File: config.mk
export PLATFORM = sky130hd
export DESIGN_NAME = spi_pgwr_ctrl
export DESIGN_NICKNAME = d
export VERILOG_FILES = /design/src/rtl/spi_pgwr_pkg.sv /design/src/rtl/spi_pgwr_buf.sv /design/src/rtl/spi_pgwr_chk.sv /design/src/rtl/spi_pgwr_shift.sv /design/src/rtl/spi_pgwr_ctrl.sv
export SDC_FILE = /design/constraint.sdc
export NUM_CORES = 1
export LEC_CHECK = 0
export CAP_MARGIN = 0
export CORE_MARGIN = 3
export CORE_UTILIZATION = 45
export DETAILED_ROUTE_END_ITERATION = 6
export MAX_ROUTING_LAYER = met4
export PLACE_DENSITY_LB_ADDON = 0.15
export SYNTH_ARGS = -nofsm -noshare
export SYNTH_HDL_FRONTEND = slang
export SYNTH_SLANG_ARGS = --single-unit
File: constraint.sdc
create_clock -name clk_i -period 2.7 [get_ports clk_i]
set_clock_uncertainty 0.05 [all_clocks]
set_input_delay 0.54 -clock clk_i [delete_from_list [all_inputs] [get_ports clk_i]]
set_output_delay 0.54 -clock clk_i [all_outputs]
set_load 0.02 [all_outputs]
File: src/rtl/spi_pgwr_pkg.sv
package spi_pgwr_pkg;
  localparam int unsigned ADDR_W  = 9;
  localparam logic [7:0]  OP_WEN  = 8'h06;
  localparam logic [7:0]  OP_WR   = 8'h02;
  localparam logic [7:0]  OP_STAT = 8'h05;
  localparam int unsigned HI_ADDR_POS = 3;  // where address bit 8 sits in the opcode
  localparam int unsigned BUSY_BIT    = 0;  // write-in-progress flag in status

  typedef enum logic [1:0] {ST_IDLE, ST_LOAD, ST_XFER, ST_GAP} ctl_state_e;
  typedef enum logic [1:0] {FR_WEN, FR_WR, FR_STAT} frame_e;
endpackage

File: src/rtl/spi_pgwr_buf.sv
module spi_pgwr_buf #(
  parameter int DEPTH = 16,
  parameter int DW    = 8,
  localparam int IW   = $clog2(DEPTH)
) (
  input  logic          clk_i,
  input  logic          rst_ni,
  input  logic          we_i,
  input  logic [IW-1:0] widx_i,
  input  logic [DW-1:0] wdata_i,
  input  logic [IW-1:0] ridx_i,
  output logic [DW-1:0] rdata_o
);
  logic [DW-1:0] mem_q [DEPTH];

  for (genvar g = 0; g < DEPTH; g++) begin : g_ent
    always_ff @(posedge clk_i or negedge rst_ni) begin
      if (!rst_ni)                         mem_q[g] <= '0;
      else if (we_i && widx_i == IW'(g))   mem_q[g] <= wdata_i;
    end
  end

  assign rdata_o = mem_q[ridx_i];
endmodule

File: src/rtl/spi_pgwr_chk.sv
module spi_pgwr_chk #(
  parameter int PAGE_BYTES = 16,
  parameter int ADDR_W     = 9,
  localparam int CNT_W     = $clog2(PAGE_BYTES + 1),
  localparam int OFF_W     = $clog2(PAGE_BYTES)
) (
  input  logic [ADDR_W-1:0] addr_i,
  input  logic [CNT_W-1:0]  count_i,
  output logic              ok_o
);
  logic [CNT_W:0] end_pos;

  assign end_pos = (CNT_W+1)'(addr_i[OFF_W-1:0]) + (CNT_W+1)'(count_i);
  assign ok_o = (count_i != '0) &&
                ((CNT_W+1)'(count_i) <= (CNT_W+1)'(PAGE_BYTES)) &&
                (end_pos <= (CNT_W+1)'(PAGE_BYTES));
endmodule

File: src/rtl/spi_pgwr_shift.sv
module spi_pgwr_shift #(
  parameter int CLK_DIV = 4,
  localparam int DC_W   = (CLK_DIV > 1) ? $clog2(CLK_DIV) : 1
) (
  input  logic       clk_i,
  input  logic       rst_ni,
  input  logic       go_i,
  input  logic [7:0] tx_i,
  input  logic       miso_i,
  output logic       sck_o,
  output logic       mosi_o,
  output logic       done_o,
  output logic [7:0] rx_o
);
  logic            active_q, sck_q, done_q;
  logic [DC_W-1:0] div_q;
  logic [2:0]      bit_q;
  logic [7:0]      sr_q, rx_q;

  always_ff @(posedge clk_i or negedge rst_ni) begin
    if (!rst_ni) begin
      active_q <= 1'b0; sck_q <= 1'b0; done_q <= 1'b0;
      div_q <= '0; bit_q <= '0; sr_q <= '0; rx_q <= '0;
    end else begin
      done_q <= 1'b0;
      if (go_i && !active_q) begin
        active_q <= 1'b1;
        sr_q     <= tx_i;
        div_q    <= '0;
        bit_q    <= '0;
        sck_q    <= 1'b0;
      end else if (active_q) begin
        if (div_q == DC_W'(CLK_DIV - 1)) begin
          div_q <= '0;
          if (!sck_q) begin
            sck_q <= 1'b1;
            rx_q  <= {rx_q[6:0], miso_i};
          end else begin
            sck_q <= 1'b0;
            if (bit_q == 3'd7) begin
              active_q <= 1'b0;
              done_q   <= 1'b1;
            end else begin
              bit_q <= bit_q + 3'd1;
              sr_q  <= {sr_q[6:0], 1'b0};
            end
          end
        end else begin
          div_q <= div_q + DC_W'(1);
        end
      end
    end
  end

  assign sck_o  = sck_q;
  assign mosi_o = sr_q[7];
  assign done_o = done_q;
  assign rx_o   = rx_q;

  AST_MOSI_STABLE: assert property (@(posedge clk_i) disable iff (!rst_ni)
    (sck_q && $past(sck_q)) |-> $stable(mosi_o));
  AST_SCK_IDLE_LOW: assert property (@(posedge clk_i) disable iff (!rst_ni)
    !active_q |-> !sck_q);
endmodule

File: src/rtl/spi_pgwr_ctrl.sv
module spi_pgwr_ctrl
  import spi_pgwr_pkg::*;
#(
  parameter int PAGE_BYTES = 16,
  parameter int CLK_DIV    = 4,
  parameter int CS_GAP     = 4,
  parameter int POLL_LIMIT = 1024,
  localparam int CNT_W     = $clog2(PAGE_BYTES + 1),
  localparam int IDX_W     = $clog2(PAGE_BYTES)
) (
  input  logic              clk_i,
  input  logic              rst_ni,
  input  logic              start_i,
  input  logic [ADDR_W-1:0] addr_i,
  input  logic [CNT_W-1:0]  count_i,
  input  logic              buf_we_i,
  input  logic [IDX_W-1:0]  buf_idx_i,
  input  logic [7:0]        buf_data_i,
  output logic              busy_o,
  output logic              done_o,
  output logic              err_o,
  output logic              spi_cs_no,
  output logic              spi_sck_o,
  output logic              spi_mosi_o,
  input  logic              spi_miso_i
);
  localparam int BI_W  = CNT_W + 1;
  localparam int GAP_W = $clog2(CS_GAP + 1);
  localparam int PC_W  = $clog2(POLL_LIMIT + 1);

  ctl_state_e        state_q;
  frame_e            frame_q;
  logic              cs_n_q, done_q, err_q;
  logic [ADDR_W-1:0] addr_q;
  logic [CNT_W-1:0]  cnt_q;
  logic [BI_W-1:0]   byte_q, last_idx;
  logic [GAP_W-1:0]  gap_q;
  logic [PC_W-1:0]   poll_q;
  logic              req_ok, sh_done, sh_go;
  logic [7:0]        sh_rx, tx_byte, buf_rd;
  logic [IDX_W-1:0]  buf_ridx;

  spi_pgwr_chk #(.PAGE_BYTES(PAGE_BYTES), .ADDR_W(ADDR_W)) u_chk (
    .addr_i(addr_i), .count_i(count_i), .ok_o(req_ok));

  spi_pgwr_buf #(.DEPTH(PAGE_BYTES), .DW(8)) u_buf (
    .clk_i(clk_i), .rst_ni(rst_ni), .we_i(buf_we_i), .widx_i(buf_idx_i),
    .wdata_i(buf_data_i), .ridx_i(buf_ridx), .rdata_o(buf_rd));

  assign sh_go = (state_q == ST_LOAD);

  spi_pgwr_shift #(.CLK_DIV(CLK_DIV)) u_shift (
    .clk_i(clk_i), .rst_ni(rst_ni), .go_i(sh_go), .tx_i(tx_byte),
    .miso_i(spi_miso_i), .sck_o(spi_sck_o), .mosi_o(spi_mosi_o),
    .done_o(sh_done), .rx_o(sh_rx));

  // data bytes follow opcode and address
  assign buf_ridx = IDX_W'(byte_q - BI_W'(2));

  always_comb begin
    tx_byte  = 8'h00;
    last_idx = '0;
    unique case (frame_q)
      FR_WEN: tx_byte = OP_WEN;
      FR_WR: begin
        last_idx = BI_W'(cnt_q) + BI_W'(1);
        if (byte_q == '0)
          tx_byte = OP_WR | (8'(addr_q[ADDR_W-1]) << HI_ADDR_POS);
        else if (byte_q == BI_W'(1))
          tx_byte = addr_q[7:0];
        else
          tx_byte = buf_rd;
      end
      FR_STAT: begin
        last_idx = BI_W'(1);
        tx_byte  = (byte_q == '0) ? OP_STAT : 8'h00;
      end
      default: tx_byte = 8'h00;
    endcase
  end

  always_ff @(posedge clk_i or negedge rst_ni) begin
    if (!rst_ni) begin
      state_q <= ST_IDLE; frame_q <= FR_WEN; cs_n_q <= 1'b1;
      done_q <= 1'b0; err_q <= 1'b0; addr_q <= '0; cnt_q <= '0;
      byte_q <= '0; gap_q <= '0; poll_q <= '0;
    end else begin
      done_q <= 1'b0;
      err_q  <= 1'b0;
      unique case (state_q)
        ST_IDLE: if (start_i) begin
          if (req_ok) begin
            addr_q  <= addr_i;
            cnt_q   <= count_i;
            frame_q <= FR_WEN;
            byte_q  <= '0;
            poll_q  <= '0;
            gap_q   <= '0;
            state_q <= ST_GAP;   // guard gap also separates requests
          end else begin
            err_q <= 1'b1;
          end
        end
        ST_LOAD: state_q <= ST_XFER;
        ST_XFER: if (sh_done) begin
          if (byte_q == last_idx) begin
            cs_n_q <= 1'b1;
            byte_q <= '0;
            unique case (frame_q)
              FR_WEN: begin frame_q <= FR_WR;   state_q <= ST_GAP; end
              FR_WR:  begin frame_q <= FR_STAT; state_q <= ST_GAP; end
              default: begin
                if (!sh_rx[BUSY_BIT]) begin
                  done_q  <= 1'b1;
                  state_q <= ST_IDLE;
                end else if (poll_q == PC_W'(POLL_LIMIT - 1)) begin
                  err_q   <= 1'b1;
                  state_q <= ST_IDLE;
                end else begin
                  poll_q  <= poll_q + PC_W'(1);
                  state_q <= ST_GAP;
                end
              end
            endcase
          end else begin
            byte_q  <= byte_q + BI_W'(1);
            state_q <= ST_LOAD;
          end
        end
        ST_GAP: begin
          if (gap_q == GAP_W'(CS_GAP - 1)) begin
            gap_q   <= '0;
            cs_n_q  <= 1'b0;
            state_q <= ST_LOAD;
          end else begin
            gap_q <= gap_q + GAP_W'(1);
          end
        end
        default: state_q <= ST_IDLE;
      endcase
    end
  end

  assign busy_o    = (state_q != ST_IDLE);
  assign done_o    = done_q;
  assign err_o     = err_q;
  assign spi_cs_no = cs_n_q;

  AST_CS_HIGH_SCK_LOW: assert property (@(posedge clk_i) disable iff (!rst_ni)
    spi_cs_no |-> !spi_sck_o);
  AST_BUSY_NEEDS_START: assert property (@(posedge clk_i) disable iff (!rst_ni)
    $rose(busy_o) |-> $past(start_i));
  AST_REJECT_QUIET: assert property (@(posedge clk_i) disable iff (!rst_ni)
    (err_o && $past(state_q == ST_IDLE)) |-> (spi_cs_no && !busy_o));
  AST_PULSE_EXCL: assert property (@(posedge clk_i) disable iff (!rst_ni)
    !(done_o && err_o));
  AST_POLL_BOUND: assert property (@(posedge clk_i) disable iff (!rst_ni)
    poll_q < PC_W'(POLL_LIMIT));
endmodule

==> flow_metrics.py, run 1 <==
metrics = {
    "placed_design": {
        "post-place-ws_ns": -0.696,
        "place_congestion": 0.849,
        "dpl.hpwl_um": 15100,
        "io_buffer_count": 36,
        "dp.cells": 1049,
    },
    "synth": {
        "yosysMostFrequentCell": "dfrtp_1",
        "synthXorXnorAreaFrac_pct": 0.814,
        "synth_top_cell_by_area": "dfrtp_1",
        "synth_top_family_by_area": "multiplexers",
        "postSynthAreaPerCell_sq_um": 12.7,
        "ys_seq_area_share_pct": 50.5,
        "async_flop_share_pct": 100,
        "ys_types": 56,
        "syn_area_sq_mm": 0.00923,
        "synth_fp_nets": 779,
        "yosys_warnings": 0,
        "synth_mux_area_share_pct": 27.4,
        "synth_fa_ha_area_share_pct": 2.79,
        "synthTopCellsByArea": "dfrtp_1 (50%), mux2_2 (17%), mux4_2 (9.5%)",
        "syn_inst": 728,
        "synth_edf_count": 0,
        "synth-simple-area-share_pct": 10.0,
        "synth_ff_type": "dfrtp_1",
        "yosys-top-cells-count": "dfrtp_1 (185), mux2_2 (141), nand2_1 (56)",
        "synth-compound-area-share_pct": 6.31,
        "synth_top_area_share_pct": 50.2,
        "synth-seq-cells": 186,
    },
    "layout": {
        "drive_above_1_share_pct": 38.7,
        "area_growth_pct": 21.4,
        "num_antenna_cells": 0,
        "fillers": 1678,
        "final_cells": 1096,
        "final_nets": 869,
    },
    "global_route": {
        "grt_busiest_layer": "met2",
        "use_met2_pct": 37.4,
        "grt-ovfl-total": 0,
        "met3_usage_pct": 3.80,
        "grt_pass1_vias": 6752,
        "antenna_found_initial": 0,
        "grt_usage_pct": 21.6,
        "grt_pass1_wl_um": 36200,
        "grt_max_degree": 57,
        "grt.met1_usage_pct": 26.4,
    },
    "pwr": {
        "p_total_mw": 7.05,
        "ir_drop_mv": 0.473,
        "power_density_mw_per_mm2": 630,
        "power_leakage_nw": 4.94,
    },
    "clocking": {
        "cts.sinks": 186,
        "cts_tree": "done",
        "cts_max_level": 4,
        "clock_latency_ns": 0.44,
        "cts_made_buffers": 17,
        "clock_path_buffers": 2,
        "cts-root-buf": "clkbuf_16",
        "clk_pin_slew_ns": 0.08,
    },
    "timing": {
        "slew_violations": 0,
        "setup_slack_ns": 0.0125,
        "relSlewSlack_pct": 51.1,
        "rsz0062_at_grt": "true",
        "hold_ws_ns": -0.00372,
        "worstMarginPinSlew_ns": 0.734,
        "fin_crit_sh_pct": 99.5,
        "setup_viol": 0,
        "fmax_ghz": 0.372,
        "fin_crit_ns": 2.69,
        "finalHoldViolations": 2,
        "tns_ns": 0,
    },
    "critical_path": {
        "slowest_delay_ns": 0.58,
        "cp-startpoint": "frame_q[0]",
        "cp_max_fo": 7,
        "start_kind": "flip-flop",
        "crit_required_ns": 2.98,
        "critPathArrivalTime_ns": 2.96,
        "path_cells": "buf_4 -> ha_4 -> buf_4 -> nand3_1 -> mux2i_1 -> xor2_1 -> or4_4 -> buf_6 -> buf_6 -> a22o_1 -> mux2_4",
        "setup.worst_path.class": "flip-flop to flip-flop",
        "slowest_stage": "or4_4",
        "end_kind": "flip-flop",
        "reg2reg_from": "frame_q[0]",
    },
    "floorplan": {
        "ios": 37,
        "die_h_um": 149,
        "rows": 51,
        "dieArea_sq_mm": 0.0223,
        "dieWidth_um": 149,
        "core_sq_mm": 0.0198,
        "initial_core_util_pct": 46.6,
    },
    "drt": {
        "vias_per_cell": 5.77,
        "routed_wl_um": 22000,
        "vias": 6325,
        "drtIter0Drc": 397,
        "wire_per_inst_um": 20.1,
        "dr.pass1.iters": 5,
        "drc": 0,
        "ant_nets": 0,
    },
    "worst_hold_path": {
        "hp-class": "input pin to asynchronous set/reset pin",
    },
    "run_status": {
        "violations": "hold timing",
        "status": "complete, but fails checks",
    },
    "run": {
        "max_cap_violations": 0,
    },
}
state kept, by name, summed over array words and instances (netlist names):
name	cells
addr_q	9
byte_q	6
cnt_q	5
done_o	1
err_o	1
frame_q	2
gap_q	3
poll_q	11
spi_cs_no	1
state_q	2
u_buf.mem_q	128
u_shift.active_q	1
u_shift.bit_q	3
u_shift.div_q	2
u_shift.done_o	1
u_shift.rx_o	1
u_shift.sck_o	1
u_shift.sr_q	8
what timing repair did:
action | in CTS | in global routing
setup buffers | 11 | 1
gates cloned | 3 | 0
gates resized for setup | 23 | 23
endpoints found under the setup margin | 34 | 35
hold buffers | 0 | 0
pin swaps | 15 | 15
routing by layer:
metal	up-vias	wire [um]
li1	2888	-
met5	-	0
met4	0	391
met2	107	11600
met1	3302	9400
met3	28	612
where the power goes:
group          internal, mW  total [mW]  switching, mW
clock network          1.42        2.62           1.20
registers              3.23        3.44          0.215
logic                 0.642       0.990          0.348
total                  5.29        7.05           1.76
worst max-delay path, delay by kind of cell, from the launching register on:
kind            cells  cell delay [ns]
flops               1             0.41
fa+ha+maj           1             0.18
simple gates        2             0.65
compound gates      1             0.21
buf+inv             4             0.57
mux                 2             0.35
xor+xnor            1             0.17
through the flow:
stage / util, % / cell area, sq um
floorplan: - / 9270
global placement: 52.0 / 10300
detailed placement: 52.0 / 10300
CTS: 56.1 / 11100
global route: 56.6 / 11200
finish: 56.6 / 11200
kinds of logic after synthesis:
group,after synthesis
compound gates,91
xor+xnor,7
fa+ha+maj,20
buf+inv,53
flops,186
mux,186
simple gates,185
cells in the final DEF, fill, tap and decap left out, drive strengths merged, types with 4 or more instances in the layout:
cell / netlist / layout
dfrtp: 185 / 185
mux2: 141 / 141
buf: 10 / 73
nand2: 56 / 56
mux4: 39 / 39
nor2: 36 / 36
clkdlybuf4s50: 0 / 31
o21ai: 28 / 28
nand3: 27 / 27
inv: 14 / 22
ha: 19 / 19
a21oi: 18 / 18
clkbuf: 29 / 17
or4: 10 / 10
a31oi: 8 / 8
nor3: 8 / 8
nand3b: 7 / 7
and3: 5 / 7
o31ai: 7 / 7
mux2i: 6 / 6
nor4: 5 / 5
nand4: 5 / 5
or3: 5 / 5
xor2: 5 / 5
clkinv: 0 / 5
nor2b: 4 / 4
a22o: 4 / 4
o211ai: 4 / 4
nand2b: 4 / 4
nor3b: 4 / 4
final cells by class:
class / instances / area, sq um / area share [%]
multi-input combinational: 491 / 4570 / 40.8
tap: 265 / 332 / 2.96
inverter: 14 / 52.6 / 0.469
sequential: 186 / 4660 / 41.6
clock buffer: 17 / 425 / 3.80
timing repair buffer: 108 / 967 / 8.63
clock inverter: 15 / 200 / 1.79
path summary, 6_finish.rpt:
check	to	slack, ns	depth (start not counted)
max in group asynchronous	u_buf.mem_q[64]	1.87	2
worst max-delay path	poll_q[0]	0.01	11
min in group clk_i	addr_q[8]	0.44	2
worst min register to register	addr_q[8]	0.44	2
worst min-delay path	poll_q[4]	-0.004	1
worst max register to register	poll_q[0]	0.01	11
Note: power is estimated with default switching activity, not from simulation.
==> run 2: changes to the inputs <==
--- a/config.mk
+++ b/config.mk
@@ -11,6 +11,7 @@
 export DETAILED_ROUTE_END_ITERATION = 6
 export MAX_ROUTING_LAYER = met4
 export PLACE_DENSITY_LB_ADDON = 0.15
+export SETUP_SLACK_MARGIN = 0.3
 export SYNTH_ARGS = -nofsm -noshare
 export SYNTH_HDL_FRONTEND = slang
 export SYNTH_SLANG_ARGS = --single-unit
==> run 2 against run 1 <==
- maximum frequency is 1.2% higher
- via count rose by 1.2%
- highest routed layer unchanged
- worst setup slack better by 0.031 ns
- first-iteration DRC count increased by 4.0%
- power decreased by 2.5%
- largest power group unchanged
- the run now ends clean
- non-clock buffer count grew 14
- combinational power about the same
- clock power is 7% lower
==> flow_metrics.py, run 2 (same netlist as run 1, synthesis figures left out) <==
metrics = {
    "run_status": {
        "status": "finished, final reports clean",
    },
    "timing": {
        "rsz0062_at_grt": "true",
        "setup_viol": 0,
        "finalHoldViolations": 0,
        "fmax_ghz": 0.376,
        "slew_violations": 0,
        "fin_crit_sh_pct": 98.4,
        "tns_ns": 0,
        "fin_crit_ns": 2.66,
        "hold_ws_ns": 0.430,
        "relSlewSlack_pct": 52.7,
        "worstMarginPinSlew_ns": 0.710,
    },
    "drt": {
        "vias_per_cell": 5.77,
        "vias": 6400,
        "ant_nets": 0,
        "wire_per_inst_um": 20.1,
        "routed_wl_um": 22300,
        "drc": 0,
        "drtIter0Drc": 413,
        "dr.pass1.iters": 7,
    },
    "critical_path": {
        "setup.worst_path.class": "flip-flop to flip-flop",
        "start_kind": "flip-flop",
        "crit_required_ns": 2.97,
        "critPathArrivalTime_ns": 2.92,
        "rrSetupSlack_ns": 0.04,
        "cp_max_fo": 8,
        "end_kind": "flip-flop",
        "timing.rr.end": "poll_q[0]",
        "reg2reg_from": "frame_q[0]",
        "ff2ff_path_depth": 11,
    },
    "layout": {
        "num_antenna_cells": 0,
        "largest_reg_flops": 128,
        "largestRegisters": "u_buf.mem_q x128, poll_q x11, addr_q x9",
        "final_cells": 1109,
        "area_growth_pct": 24.5,
        "final_nets": 882,
        "fin_util_pct": 58.1,
        "fin_area_sq_mm": 0.0115,
        "final_common_cell": "dfrtp_1",
        "layout_common_cells": "dfrtp_1 (180), mux2_2 (139), buf_4 (64)",
        "largest-register": "u_buf.mem_q",
        "drive_above_1_share_pct": 42.4,
    },
    "pwr": {
        "power_density_mw_per_mm2": 599,
        "power_leakage_nw": 5.03,
        "ir_drop_mv": 0.420,
    },
    "clocking": {
        "cts_tree": "done",
        "cts-root-buf": "clkbuf_16",
        "clock_latency_ns": 0.44,
        "cts.sinks": 186,
        "clk_pin_slew_ns": 0.08,
        "cts_made_buffers": 17,
        "cts_max_level": 4,
        "clock_path_buffers": 2,
    },
    "worst_hold_path": {
        "holdCritStartpoint": "count_i[0]",
        "hp-class": "input pin to flip-flop",
        "min_to": "cnt_q[0]",
        "hold_depth": 4,
    },
    "floorplan": {
        "rows": 51,
        "ios": 37,
        "dieWidth_um": 149,
        "dieArea_sq_mm": 0.0223,
        "initial_core_util_pct": 46.6,
        "die_h_um": 149,
        "core_sq_mm": 0.0198,
    },
    "run": {
        "max_cap_violations": 0,
    },
    "global_route": {
        "grt_pass1_wl_um": 36200,
        "grt_usage_pct": 21.5,
        "antenna_found_initial": 0,
        "grt-ovfl-total": 0,
        "grt_pass1_vias": 6829,
        "grt_max_degree": 49,
        "grt.met1_usage_pct": 26.6,
        "met3_usage_pct": 4.01,
        "use_met2_pct": 36.3,
        "grt_busiest_layer": "met2",
    },
    "placed_design": {
        "dpl.hpwl_um": 15200,
        "place_area_sq_mm": 0.0104,
        "io_buffer_count": 36,
        "dp.cells": 1053,
        "place_congestion": 0.846,
    },
}
## run 2: changes by cell type in the layout (fill, tap and decap cells not counted), sizes merged, moves of 2 or more
cell and change:
clkdlybuf4s50 -5, dlygate4sd2 +2, clkinv -2, buf +15, bufinv -2, clkinvlp +2
## run 2: layout make-up
class	count	area [sq um]
multi-input cells	490	4730
inverters	14	56.3
flip-flops and latches	186	4660
clock buffers	18	429
clock inverters	14	143
well taps	265	332
fillers	1602	8300
repair buffers	122	1130
## run 2: power breakdown
part	total [mW]	internal [mW]	switching, mW
registers	3.45	3.23	0.224
logic	0.987	0.644	0.343
clock network	2.44	1.24	1.20
total	6.88	5.11	1.77
## run 2: how the worst max path moves through the flow
| stage | start | end | depth (start not counted) | slack (ns) |
|---|---|---|---|---|
| 2_1_floorplan | addr_i[0] | addr_q[0] | 8 | 0.11 |
| 3_3_place_gp | addr_i[0] | addr_q[7] | 8 | -0.47 |
| 3_5_place_dp | addr_i[0] | byte_q[0] | 9 | -0.51 |
| 4_1_cts | frame_q[0] | poll_q[0] | 10 | -0.03 |
| 5_1_grt | frame_q[0] | poll_q[0] | 11 | -0.04 |
| 6_report | frame_q[0] | poll_q[0] | 11 | 0.04 |
## run 2: critical path: stages (launching register included)
cell,delay (ns)
dfrtp_2,0.44
buf_6,0.13
ha_4,0.17
buf_4,0.15
nand2_1,0.09
o21bai_1,0.13
a2bb2oi_2,0.09
or4_4,0.54
buf_6,0.15
buf_6,0.11
a22o_1,0.22
mux2_4,0.26
## run 2: per-layer routing
layer,up-vias,share of wire [%]
met5,-,0
met4,0,2.2
met3,29,3.3
met2,123,52
met1,3334,42
li1,2914,-
## run 2: through the flow
stage / setup slack [ns] / power [mW]
floorplan: 0.108 / 4.12
global placement: -0.472 / 4.40
detailed placement: -0.511 / 4.50
CTS: -0.0282 / 6.94
global route: -0.0358 / 7.20
finish: 0.0438 / 6.88
## run 2: repair_timing
| item | 4_1_cts | 5_1_grt |
|---|---|---|
| hold buffers | 1 | 0 |
| gates cloned | 1 | 1 |
| buffers inserted | 16 | 5 |
| endpoints found under the setup margin | 43 | 43 |
| hold endpoints to repair | 25 | 0 |
| resized for setup | 59 | 36 |
| pin swaps | 32 | 22 |
==> run 3: changes to the inputs <==
--- a/config.mk
+++ b/config.mk
@@ -14,4 +14,5 @@
 export SETUP_SLACK_MARGIN = 0.3
 export SYNTH_ARGS = -nofsm -noshare
 export SYNTH_HDL_FRONTEND = slang
+export SYNTH_HIERARCHICAL = 1
 export SYNTH_SLANG_ARGS = --single-unit
==> run 3 against run 2 <==
- the run now ends with setup timing left
- synthesized cell count grew 3.2%
- utilization shrank 1.1 points
- non-clock buffer count shrank 18
- design area shrank 1.5%
- hold slack lost 0.40 ns
- via count shrank 0.31%
- critical endpoint is now poll_q[8]
- highest routed layer unchanged
==> flow_metrics.py, run 3 <==
metrics = {
    "global_route": {
        "grt-ovfl-total": 0,
        "grt_max_degree": 62,
        "grt_pass1_vias": 6710,
        "grt_usage_pct": 20.9,
        "antenna_found_initial": 0,
        "grt_pass1_wl_um": 35600,
    },
    "floorplan": {
        "core_sq_mm": 0.0198,
        "rows": 51,
        "initial_core_util_pct": 46.8,
        "dieArea_sq_mm": 0.0224,
        "dieWidth_um": 150,
        "die_h_um": 150,
        "ios": 37,
    },
    "synth": {
        "synth_fp_nets": 802,
        "postSynthAreaPerCell_sq_um": 12.4,
        "syn_area_sq_mm": 0.00929,
        "yosys_warnings": 6,
        "syn_inst": 751,
    },
    "pwr": {
        "power_leakage_nw": 4.86,
        "clockPowerShare_pct": 36.0,
        "ir_drop_mv": 0.404,
        "p_seq_share_pct": 49.9,
        "intPower_mw": 5.16,
        "pwr-share-comb_pct": 14.0,
        "switching_share_pct": 25.7,
        "p_switching_mw": 1.78,
        "power_density_mw_per_mm2": 614,
    },
    "layout": {
        "largestRegisters": "u_buf/mem_q x128, poll_q x11, addr_q x9",
        "drive_above_1_share_pct": 41.1,
        "layout_common_cells": "dfrtp_1 (179), mux2_2 (129), nand2_1 (98)",
        "largest_reg_flops": 128,
        "num_antenna_cells": 0,
        "regArea_sq_mm": 0.00466,
        "largest-register": "u_buf/mem_q",
        "multiInputGateArea_sq_mm": 0.00469,
        "final_nets": 887,
        "final_common_cell": "dfrtp_1",
        "fin_area_sq_mm": 0.0113,
        "area_growth_pct": 21.8,
        "fillers": 1631,
    },
    "drt": {
        "ant_nets": 0,
        "vias_per_cell": 5.73,
        "vias": 6380,
        "routed_wl_um": 22000,
        "drc": 0,
        "dr.pass1.iters": 6,
        "drtIter0Drc": 356,
        "wire_per_inst_um": 19.7,
    },
    "clocking": {
        "cts-root-buf": "clkbuf_16",
        "clk_pin_slew_ns": 0.07,
        "cts_made_buffers": 17,
        "cts_max_level": 4,
        "clock_latency_ns": 0.44,
        "clock_path_buffers": 2,
        "hold_buffers": 0,
        "cts.sinks": 186,
        "cts_tree": "done",
    },
    "run_status": {
        "violations": "setup timing",
        "status": "complete, but fails checks",
    },
    "timing": {
        "rsz0062_at_grt": "true",
        "fmax_ghz": 0.368,
        "fin_crit_ns": 2.72,
        "hold_ws_ns": 0.0287,
        "slew_violations": 0,
        "fin_crit_sh_pct": 101,
        "worstMarginPinSlew_ns": 0.601,
        "setup_slack_ns": -0.0181,
        "setup_viol": 2,
        "finalHoldViolations": 0,
        "relSlewSlack_pct": 59.9,
    },
    "placed_design": {
        "place_area_sq_mm": 0.0102,
        "dpl.hpwl_um": 14400,
        "io_buffer_count": 36,
        "place_congestion": 0.840,
    },
    "run": {
        "max_cap_violations": 0,
    },
    "critical_path": {
        "rrSetupSlack_ns": 0.04,
        "start_kind": "input pin",
        "crit_required_ns": 2.99,
        "cp_max_fo": 5,
        "end_kind": "flip-flop",
        "critPathArrivalTime_ns": 3.01,
        "setup.worst_path.class": "input pin to flip-flop",
    },
    "worst_hold_path": {
        "hp-class": "input pin to asynchronous set/reset pin",
    },
}
==> run 3: per-layer routing <==
layer / global-route usage (%) / up-vias / share of wire, %
met2: 35.5 / 130 / 52
met4: 6.54 / 0 / 2.4
met3: 3.91 / 38 / 3.3
met5: - / - / 0
li1: - / 2916 / -
met1: 25.5 / 3296 / 42
==> run 3: path summary, 6_finish.rpt <==
path                            start             end  cells past startpoint
min                            rst_ni       poll_q[3]                      1
min reg2reg                 addr_q[5]       addr_q[5]                      2
max in group asynchronous      rst_ni  u_buf/mem_q[0]                      2
max reg2reg                  cnt_q[0]       poll_q[8]                      8
max                        count_i[0]       poll_q[8]                     11
min in group clk_i          addr_i[0]       addr_q[0]                      4
==> run 3: per-stage QoR <==
step | util [%] | TNS (ns) | total power, mW | setup slack [ns] | instances
after global routing | 57.0 | -0.303 | 7.24 | -0.0551 | 1114
final | 57.0 | -0.0325 | 6.94 | -0.0181 | 1114
after CTS | 55.8 | -0.161 | 6.99 | -0.0563 | 1102
after global placement | 51.5 | -19.66 | 4.39 | -0.772 | 1062
after detailed placement | 51.5 | -23.32 | 4.47 | -0.918 | 1062
after floorplan | - | -1.94 | 4.11 | -0.214 | 751
==> run 3: repair_timing <==
item	in CTS	in global routing
pin swaps	22	6
cloned	1	2
setup buffers	7	10
setup endpoints to repair	41	42
gates resized for setup	67	39
==> run 3: final cells by class <==
cell class / instances / share of cell area, %
Clock inverter: 13 / 1.36
Sequential cell: 186 / 41.2
Multi-Input combinational cell: 511 / 41.5
Timing Repair Buffer: 104 / 8.65
Inverter: 16 / 0.553
Tap cell: 265 / 2.93
Clock buffer: 19 / 3.83
==> run 3: worst max-delay path: stages <==
cell	delay (ns)
buf_8	0.10
ha_4	0.15
fa_2	0.35
a21o_1	0.20
a21oi_2	0.16
xnor2_1	0.10
a2bb2oi_2	0.22
nand3b_1	0.14
a21o_2	0.25
or4_4	0.57
o31ai_2	0.23
==> run 3: power groups by stage <==
stage	Clock (mW)	Combinational, mW	Sequential (mW)
after global routing	2.66	1.07	3.52
after detailed placement	0	0.957	3.52
after global placement	0	0.913	3.48
final	2.50	0.973	3.47
after CTS	2.55	0.976	3.46
after floorplan	0	0.680	3.43
